### config.mk
export PLATFORM = sky130hd
export DESIGN_NAME = pgw_ctrl
export DESIGN_NICKNAME = d
export VERILOG_FILES = /design/src/rtl/pgw_pkg.sv /design/src/rtl/pgw_addr_ctr.sv /design/src/rtl/pgw_page_latch.sv /design/src/rtl/pgw_commit_seq.sv /design/src/rtl/pgw_ctrl.sv
export SDC_FILE = /design/constraint.sdc
export NUM_CORES = 1
export LEC_CHECK = 0
export ABC_AREA = 1
export BUFFER_PORTS_ARGS = -buffer_cell sky130_fd_sc_hd__clkbuf_2
export CORE_MARGIN = 2
export CORE_UTILIZATION = 35
export DETAILED_ROUTE_END_ITERATION = 10
export GPL_ROUTABILITY_DRIVEN = 0
export GPL_TIMING_DRIVEN = 0
export PLACE_DENSITY = 0.53
export SETUP_SLACK_MARGIN = 0.1
export SYNTH_ARGS = -nofsm -noshare
export SYNTH_HDL_FRONTEND = slang
export SYNTH_SLANG_ARGS = --single-unit
### constraint.sdc
create_clock -name clk -period 4.3 [get_ports clk]
set_input_delay 0.86 -clock clk [delete_from_list [all_inputs] [get_ports clk]]
set_output_delay 0.86 -clock clk [all_outputs]
set_load 0.02 [all_outputs]
### src/rtl/pgw_pkg.sv
package pgw_pkg;

  typedef enum logic {
    SEQ_IDLE = 1'b0,
    SEQ_PROG = 1'b1
  } seq_state_e;

  typedef struct packed {
    logic load;
    logic data;
    logic read;
    logic stop;
  } pgw_evt_t;

endpackage

### src/rtl/pgw_addr_ctr.sv
module pgw_addr_ctr #(
  parameter int ROW_AW = 8,
  parameter int COL_AW = 6,
  localparam int AW = ROW_AW + COL_AW
) (
  input  logic          clk,
  input  logic          rst_n,
  input  logic          ld,
  input  logic [AW-1:0] ld_addr,
  input  logic          col_step,
  input  logic          lin_step,
  output logic [AW-1:0] addr
);

  logic [AW-1:0]     addr_q;
  logic [AW-1:0]     addr_d;
  logic [COL_AW-1:0] col_inc;
  logic              addr_en;

  // column increment stays inside the page; linear increment spans the array
  assign col_inc = addr_q[COL_AW-1:0] + COL_AW'(1);
  assign addr_en = ld | col_step | lin_step;

  always_comb begin
    addr_d = addr_q;
    if (ld) begin
      addr_d = ld_addr;
    end else if (col_step) begin
      addr_d = {addr_q[AW-1:COL_AW], col_inc};
    end else if (lin_step) begin
      addr_d = addr_q + AW'(1);
    end
  end

  always_ff @(posedge clk or negedge rst_n) begin
    if (!rst_n) begin
      addr_q <= '0;
    end else if (addr_en) begin
      addr_q <= addr_d;
    end
  end

  assign addr = addr_q;

endmodule

### src/rtl/pgw_page_latch.sv
module pgw_page_latch #(
  parameter int COL_AW = 6,
  parameter int DW     = 8,
  localparam int NCOL  = 1 << COL_AW
) (
  input  logic              clk,
  input  logic              rst_n,
  input  logic              clr,
  input  logic              wr_en,
  input  logic [COL_AW-1:0] wr_col,
  input  logic [DW-1:0]     wr_data,
  input  logic [COL_AW-1:0] sel_col,
  output logic [DW-1:0]     sel_data,
  output logic              sel_valid,
  output logic              any_valid
);

  logic [NCOL-1:0] valid_q;
  logic [NCOL-1:0] wr_hit;
  logic [DW-1:0]   data_q [NCOL];

  for (genvar c = 0; c < NCOL; c++) begin : g_col_dec
    assign wr_hit[c] = wr_en && (wr_col == COL_AW'(c));
  end

  // marks: cleared when a collection opens or is consumed, set per column on write
  always_ff @(posedge clk or negedge rst_n) begin
    if (!rst_n) begin
      valid_q <= '0;
    end else if (clr) begin
      valid_q <= '0;
    end else if (wr_en) begin
      valid_q <= valid_q | wr_hit;
    end
  end

  // data storage needs no reset: a column is only read when its mark is set
  always_ff @(posedge clk) begin
    for (int c = 0; c < NCOL; c++) begin
      if (wr_hit[c]) begin
        data_q[c] <= wr_data;
      end
    end
  end

  assign sel_data  = data_q[sel_col];
  assign sel_valid = valid_q[sel_col];
  assign any_valid = |valid_q;

endmodule

### src/rtl/pgw_commit_seq.sv
module pgw_commit_seq
  import pgw_pkg::*;
#(
  parameter int COL_AW      = 6,
  parameter int PROG_CYCLES = 250,
  localparam int NCOL       = 1 << COL_AW,
  localparam int CW         = $clog2(PROG_CYCLES + 1)
) (
  input  logic              clk,
  input  logic              rst_n,
  input  logic              start,
  output logic              busy,
  output logic              scan_on,
  output logic [COL_AW-1:0] scan_col,
  output logic              done
);

  seq_state_e    state_q, state_d;
  logic [CW-1:0] cyc_q, cyc_d;
  logic          last_cyc;

  assign last_cyc = (cyc_q == CW'(PROG_CYCLES - 1));

  always_comb begin
    state_d = state_q;
    cyc_d   = cyc_q;
    unique case (state_q)
      SEQ_IDLE: begin
        if (start) begin
          state_d = SEQ_PROG;
          cyc_d   = '0;
        end
      end
      SEQ_PROG: begin
        if (last_cyc) begin
          state_d = SEQ_IDLE;
          cyc_d   = '0;
        end else begin
          cyc_d = cyc_q + CW'(1);
        end
      end
      default: begin
        state_d = SEQ_IDLE;
        cyc_d   = '0;
      end
    endcase
  end

  always_ff @(posedge clk or negedge rst_n) begin
    if (!rst_n) begin
      state_q <= SEQ_IDLE;
      cyc_q   <= '0;
    end else begin
      state_q <= state_d;
      cyc_q   <= cyc_d;
    end
  end

  assign busy     = (state_q == SEQ_PROG);
  assign scan_on  = busy && (cyc_q < CW'(NCOL));
  assign scan_col = cyc_q[COL_AW-1:0];
  assign done     = busy && last_cyc;

endmodule

### src/rtl/pgw_ctrl.sv
module pgw_ctrl
  import pgw_pkg::*;
#(
  parameter int ROW_AW      = 8,
  parameter int COL_AW      = 6,
  parameter int DW          = 8,
  parameter int PROG_CYCLES = 250,
  localparam int AW         = ROW_AW + COL_AW
) (
  input  logic          clk,
  input  logic          rst_n,
  input  logic          ev_load,
  input  logic [AW-1:0] ld_addr,
  input  logic          ev_data,
  input  logic [DW-1:0] wr_data,
  input  logic          ev_read,
  input  logic          ev_stop,
  input  logic          wp,
  output logic          busy,
  output logic [AW-1:0] cur_addr,
  output logic [DW-1:0] rd_data,
  output logic          rd_valid,
  output logic          mem_en,
  output logic          mem_we,
  output logic [AW-1:0] mem_addr,
  output logic [DW-1:0] mem_wdata,
  input  logic [DW-1:0] mem_rdata
);

  // reset: asserted asynchronously, released through two flops
  logic rst_meta, rst_n_s;

  always_ff @(posedge clk or negedge rst_n) begin
    if (!rst_n) begin
      rst_meta <= 1'b0;
      rst_n_s  <= 1'b0;
    end else begin
      rst_meta <= 1'b1;
      rst_n_s  <= rst_meta;
    end
  end

  pgw_evt_t          acc;
  logic              start, done, latch_clr;
  logic              scan_on, sel_valid, any_valid, prog_wr;
  logic [COL_AW-1:0] scan_col;
  logic [DW-1:0]     sel_data;
  logic              rd_valid_q;

  // events are only taken while no programming cycle runs
  assign acc.load = ev_load & ~busy;
  assign acc.data = ev_data & ~busy;
  assign acc.read = ev_read & ~busy;
  assign acc.stop = ev_stop & ~busy;

  assign start     = acc.stop & any_valid & ~wp;
  assign latch_clr = acc.load | done | (acc.stop & ~start);

  pgw_addr_ctr #(
    .ROW_AW (ROW_AW),
    .COL_AW (COL_AW)
  ) u_addr (
    .clk      (clk),
    .rst_n    (rst_n_s),
    .ld       (acc.load),
    .ld_addr  (ld_addr),
    .col_step (acc.data),
    .lin_step (acc.read),
    .addr     (cur_addr)
  );

  pgw_page_latch #(
    .COL_AW (COL_AW),
    .DW     (DW)
  ) u_latch (
    .clk       (clk),
    .rst_n     (rst_n_s),
    .clr       (latch_clr),
    .wr_en     (acc.data),
    .wr_col    (cur_addr[COL_AW-1:0]),
    .wr_data   (wr_data),
    .sel_col   (scan_col),
    .sel_data  (sel_data),
    .sel_valid (sel_valid),
    .any_valid (any_valid)
  );

  pgw_commit_seq #(
    .COL_AW      (COL_AW),
    .PROG_CYCLES (PROG_CYCLES)
  ) u_seq (
    .clk      (clk),
    .rst_n    (rst_n_s),
    .start    (start),
    .busy     (busy),
    .scan_on  (scan_on),
    .scan_col (scan_col),
    .done     (done)
  );

  // commit writes gated by the protect pin a second time
  assign prog_wr   = scan_on & sel_valid & ~wp;

  assign mem_en    = prog_wr | acc.read;
  assign mem_we    = prog_wr;
  assign mem_addr  = busy ? {cur_addr[AW-1:COL_AW], scan_col} : cur_addr;
  assign mem_wdata = sel_data;

  always_ff @(posedge clk or negedge rst_n_s) begin
    if (!rst_n_s) begin
      rd_valid_q <= 1'b0;
    end else begin
      rd_valid_q <= acc.read;
    end
  end

  assign rd_valid = rd_valid_q;
  assign rd_data  = mem_rdata;

endmodule

==> flow_metrics.tcl, run 1 <==
set metrics [dict create \
    clk_path_buf_depth 3 \
    min_period_ns 4.18 \
    syn-cell-area_mm2 0.0255 \
    io_pins 85 \
    diodes 0 \
    drtPass1Iterations 6 \
    relSlewSlack_pct -2.71 \
    power_mw 11.8 \
    final_area_mm2 0.0291 \
    path_max_fanout 10 \
    min_period_over_period_pct 97.1 \
    synthDistinctLibCells 38 \
    die_y_um 274 \
    grt_start_max_net_pins 65 \
    path_clk_slew_ns 0.06 \
    hp-class "register to register" \
    outcome "finished with violations" \
    grt_first_pass_wirelength_um 128000 \
    synth_top_area_share_pct 60.3 \
    skew_ns 0.0185 \
    grt_util_all_layers_pct 23.8 \
    ant_nets 0 \
    ys.flop_type "edfxtp_1" \
    wl_um 90200 \
    fp.dieW_um 274 \
    placed_cell_area_mm2 0.0271 \
    synth_warnings 0 \
    nets 2486 \
    final_cell_mix "nor2_1, edfxtp_1, nand2_1" \
    startpoint_type "register" \
    p_leak_nw 10.5 \
    first_iter_violations 2558 \
    finalNonFillerCells 3441 \
    violations "capacitance limit, slew limit" \
    powerDensity_mw_per_mm2 405 \
    max_stage_delay_ns 0.50 \
    synth-edff-count 512 \
    synth_cells 2300 \
    critPathSlowestCell "dfrtp_2" \
    via_per_inst 5.49 \
    vias 18900 \
    critPathCaptureType "primary output" \
    fmax_ghz 0.240 \
    dpl.hpwl_um 61300 \
    cts_num_sinks 602 \
    syn_to_final_growth_pct 14.1 \
    clockRootBuffer "clkbuf_16" \
    dieArea_mm2 0.0750 \
    layout_commonest_cell "nor2_1" \
    start_util_pct 35.5 \
    rsz0062_at_grt "yes" \
    overflow 0 \
    row_count 98 \
    htree_levels 2 \
    core_mm2 0.0719 \
    wl_per_cell_um 26.2 \
    cp.arrival_ns 3.32 \
    synth_top_area_cell "edfxtp_1" \
    grt_pass1_vias 17900 \
    ys_seq_area_share_pct 69.1 \
    tightest_slew_ns 1.53 \
    post-place-ws_ns 0.557 \
    setup_slack_ns 0.125 \
    path_class "register to primary output" \
    drive_gt1_share_pct 12.5 \
    post-place-cells 3327 \
    synth_async_sr_flop_share_pct 15.0 \
    antenna_found_initial 1 \
    cts_tree "done" \
    cts_made_buffers 61 \
    slew_viol_final 10 \
    final-setup-viol-count 0 \
    hold_viol 0 \
    fin_hold_ws_ns 0.349 \
    clkLatencyLatePin_ns 0.63 \
    fin_util_pct 40.5 \
    numPortBuffers 76 \
    critPathRequiredTime_ns 3.44 \
    ir_drop_mv 0.305 \
    avgSynthCellArea_um2 11.1 \
    setup_tns_ns 0 \
    synth.net_count 2343 \
    ys_ff_latch 602 \
    path_cells "inv_2 -> buf_6 -> buf_6 -> buf_2 -> o21ai_0 -> o221ai_1 -> nand3_1 -> nand2_1 -> nand3_1 -> nand2_1 -> clkbuf_2" \
    synth_area_leaders "edfxtp_1, dfrtp_1, nor2_1, o21ai_0, nand2_1" \
    cts_setup_buffers 0 \
    cap_violations 1 \
    post-route-drc-count 0 \
]
per-layer routing:
metal	global-route usage, %	wire length, um
met1	32.6	36100
met2	37.2	40500
met3	5.06	9870
met4	9.25	3820
met5	0	0
worst paths after layout:
kind,startpoint,to,slack [ns],depth (start not counted)
min in group asynchronous,rst_n_s,u_addr.addr[12],0.37,0
worst max-delay path,u_seq.cyc_q[0],mem_wdata[3],0.12,11
worst min register to register,rst_meta,rst_n_s,0.35,0
worst min-delay path,rst_meta,rst_n_s,0.35,0
max in group asynchronous,rst_n_s,u_latch.valid_q[47],3.23,1
worst max register to register,u_seq.busy,u_latch.data_q[31][2],1.31,6
worst max-delay path: cells and delay by family, from the launching register on:
family | cells | cell delay, ns
AO/OA/AOI/OAI | 2 | 0.38
buffers and inverters | 5 | 0.97
flip-flops | 1 | 0.50
AND/OR/NAND/NOR | 4 | 0.82
synthesized netlist by cell type (2+ instances only):
cell      instances
clkbuf_1         37
o22ai_1          54
buf_6            23
o221ai_1         10
o211ai_1         60
clkinv_1          2
a21oi_1          23
buf_1             4
nand2_2           2
inv_2            10
nand3_1         126
o21ai_1          31
nand2_1         274
nor2_2            4
nand3b_1          6
xor2_1            3
a31oi_1           4
nor2_1          558
buf_4            31
inv_1           102
o21ai_0         251
dfrtp_1          90
nor4_1            2
ha_1              6
buf_2            49
nand4_1          11
edfxtp_1        512
nor3_1            5
flip-flops by register name, indices dropped and copies added (netlist names):
| register | count |
|---|---|
| rd_valid | 1 |
| rst_meta | 1 |
| rst_n_s | 1 |
| u_addr.addr | 14 |
| u_latch.data_q | 512 |
| u_latch.valid_q | 64 |
| u_seq.busy | 1 |
| u_seq.cyc_q | 8 |
power by group:
| group | internal [mW] | switching (mW) |
|---|---|---|
| clock | 2.91 | 2.26 |
| sequential | 6.36 | 0.0299 |
| combinational | 0.0586 | 0.171 |
cells by family (layout without fill, tap and decap cells):
logic type / count (synthesis) / count (layout) / share of synthesized area, %
AOI/OAI and AO/OA: 436 / 436 / 9.62
xor gates and xnor gates: 3 / 3 / 0.103
and+or+nand+nor: 992 / 992 / 15.6
DFF: 602 / 602 / 69.1
buffers and inverters: 260 / 451 / 5.25
other: 1 / 1 / 0.0147
adders and majority gates: 6 / 6 / 0.294
layout make-up:
cell class	count	area, um^2
Timing Repair Buffer	80	473
Inverter	114	432
Multi-Input combinational cell	1438	6550
Clock inverter	33	295
Buffer	146	942
Clock buffer	78	1600
Tap cell	950	1190
Fill cell	6981	42700
Sequential cell	602	17600
repair_timing:
action	4_1_cts	5_1_grt
gates cloned	0	0
endpoints found under the setup margin	8	7
hold buffers	1	0
hold endpoints to repair	2	0
resized for setup	15	13
Note: power is estimated with default switching activity, not from simulation.
==> inputs of run 2 (changes only) <==
Settings changed: CORE_MARGIN 2 to default.
==> flow_metrics.tcl, run 2 (synthesized netlist as in run 1, its figures left out) <==
set metrics [dict create \
    outcome "finished with violations" \
    violations "capacitance limit, slew limit" \
    ff_latch_area_mm2 0.0176 \
    cts_setup_buffers 0 \
    final_area_mm2 0.0292 \
    vias 19000 \
    hp-class "register to asynchronous set/reset pin" \
    start_util_pct 35.5 \
    grt_util_all_layers_pct 24.4 \
    critPathRequiredTime_ns 3.44 \
    tightest_slew_ns 1.53 \
    drtPass1Iterations 7 \
    cts_num_sinks 602 \
    dieArea_mm2 0.0740 \
    post-place-ws_ns 0.538 \
    path_class "register to primary output" \
    core_mm2 0.0719 \
    post-route-drc-count 0 \
    io_pins 85 \
    critPathCaptureType "primary output" \
    worstRegToRegCells 6 \
    path_max_fanout 10 \
    crit_start "u_seq.cyc_q[0]" \
    wl_per_cell_um 26.4 \
    r2r_slack_ns 1.27 \
    layout_commonest_cell "nor2_1" \
    dpl.hpwl_um 61300 \
    min_period_ns 4.21 \
    cap_violations 4 \
    setup_slack_ns 0.0946 \
    final-setup-viol-count 0 \
    top_register "u_latch.data_q" \
    hold_viol 0 \
    skew_ns 0.0231 \
    startpoint_type "register" \
    clkLatencyLatePin_ns 0.63 \
    setup_tns_ns 0 \
    p_leak_nw 10.6 \
    multi_input_area_mm2 0.00654 \
    grt_first_pass_wirelength_um 129000 \
    die_y_um 272 \
    wl_um 91000 \
    grt_start_max_net_pins 68 \
    grt_pass1_vias 18200 \
    max_stage_delay_ns 0.50 \
    antenna_found_initial 3 \
    largest_register_ffs 512 \
    clockRootBuffer "clkbuf_16" \
    critPathSlowestCell "dfrtp_2" \
    overflow 0 \
    path_clk_slew_ns 0.06 \
    nets 2487 \
    via_per_inst 5.51 \
    rsz0062_at_grt "yes" \
    fin_util_pct 40.7 \
    fin_hold_ws_ns 0.250 \
    numPortBuffers 76 \
    r2r-end "u_latch.data_q[47][7]" \
    wl_met2_um 40000 \
    clk_path_buf_depth 3 \
    fp.dieW_um 272 \
    fmax_ghz 0.238 \
    drive_gt1_share_pct 12.7 \
    crit_path_end "mem_wdata[4]" \
    ir_drop_mv 0.282 \
    placed_cell_area_mm2 0.0271 \
    final_cell_mix "nor2_1, edfxtp_1, nand2_1" \
    wl_met1_um 37300 \
    slew_viol_final 31 \
    path_cells "inv_2 -> buf_6 -> buf_6 -> buf_2 -> o21ai_0 -> o211ai_1 -> nand3_1 -> nand3b_1 -> nand3_1 -> nand2_1 -> clkbuf_2" \
    htree_levels 2 \
    first_iter_violations 2683 \
    r2r-start "u_seq.busy" \
    cts_made_buffers 61 \
    syn_to_final_growth_pct 14.7 \
    top_layer_used "met5" \
    fillers 6914 \
    powerDensity_mw_per_mm2 411 \
    relSlewSlack_pct -2.57 \
    routed-wl-met3_um 9120 \
    ant_nets 0 \
    cts_tree "done" \
    cp.arrival_ns 3.35 \
    min_period_over_period_pct 97.8 \
    row_count 98 \
]
==> run 2: cell types whose count changed in the layout (fill, tap and decap cells not counted), sizes merged <==
| cell | before | now |
|---|---|---|
| clkbuf | 193 | 202 |
| diode | 0 | 1 |
| clkinv | 23 | 19 |
| clkinvlp | 6 | 2 |
| bufinv | 5 | 6 |
| buf | 110 | 113 |
==> run 2: per-layer routing <==
metal | vias up | global-route usage (%)
met4 | 2 | 10.3
li1 | 8297 | -
met1 | 9405 | 33.4
met5 | - | 0
met2 | 1077 | 37.7
met3 | 220 | 5.08
==> run 2: final cells by class <==
class,instances,share of cell area [%]
multi-input cells,1438,22.4
clock inverters,26,1.00
diodes,1,0.00856
flip-flops and latches,602,60.3
repair buffers,81,1.68
inverters,114,1.48
plain buffers,146,3.26
clock buffers,89,5.86
well taps,950,4.06
==> run 2: worst min-delay path by stage <==
stage                   from       end
floorplan           rst_meta   rst_n_s
global placement    rst_meta   rst_n_s
detailed placement   rst_n_s  rd_valid
CTS                  rst_n_s  rd_valid
global route         rst_n_s  rd_valid
finish               rst_n_s  rd_valid
==> run 2: critical path, delay by kind of cell (launching register included) <==
family	cells	cell delay, ns
DFF	1	0.50
AOI/OAI and AO/OA	2	0.31
and+or+nand+nor	4	0.90
buffers and inverters	5	0.98
==> run 2: what timing repair did <==
item                                   4_1_cts  5_1_grt
setup endpoints to repair                    8        8
gates resized for setup                     22       10
hold buffers                                 1        0
endpoints found under the hold margin        2        0
==> run 2: power by group <==
part	total, mW	internal [mW]	switching [mW]
clock	5.40	3.12	2.28
sequential	6.39	6.36	0.0260
combinational	0.237	0.0603	0.177
==> run 2: per-stage QoR <==
stage          power, mW  cells
2_1_floorplan       6.60   2300
3_3_place_gp        6.74   3326
3_5_place_dp        6.75   3327
4_1_cts             12.1   3443
5_1_grt             12.3   3446
6_report            12.0   3447
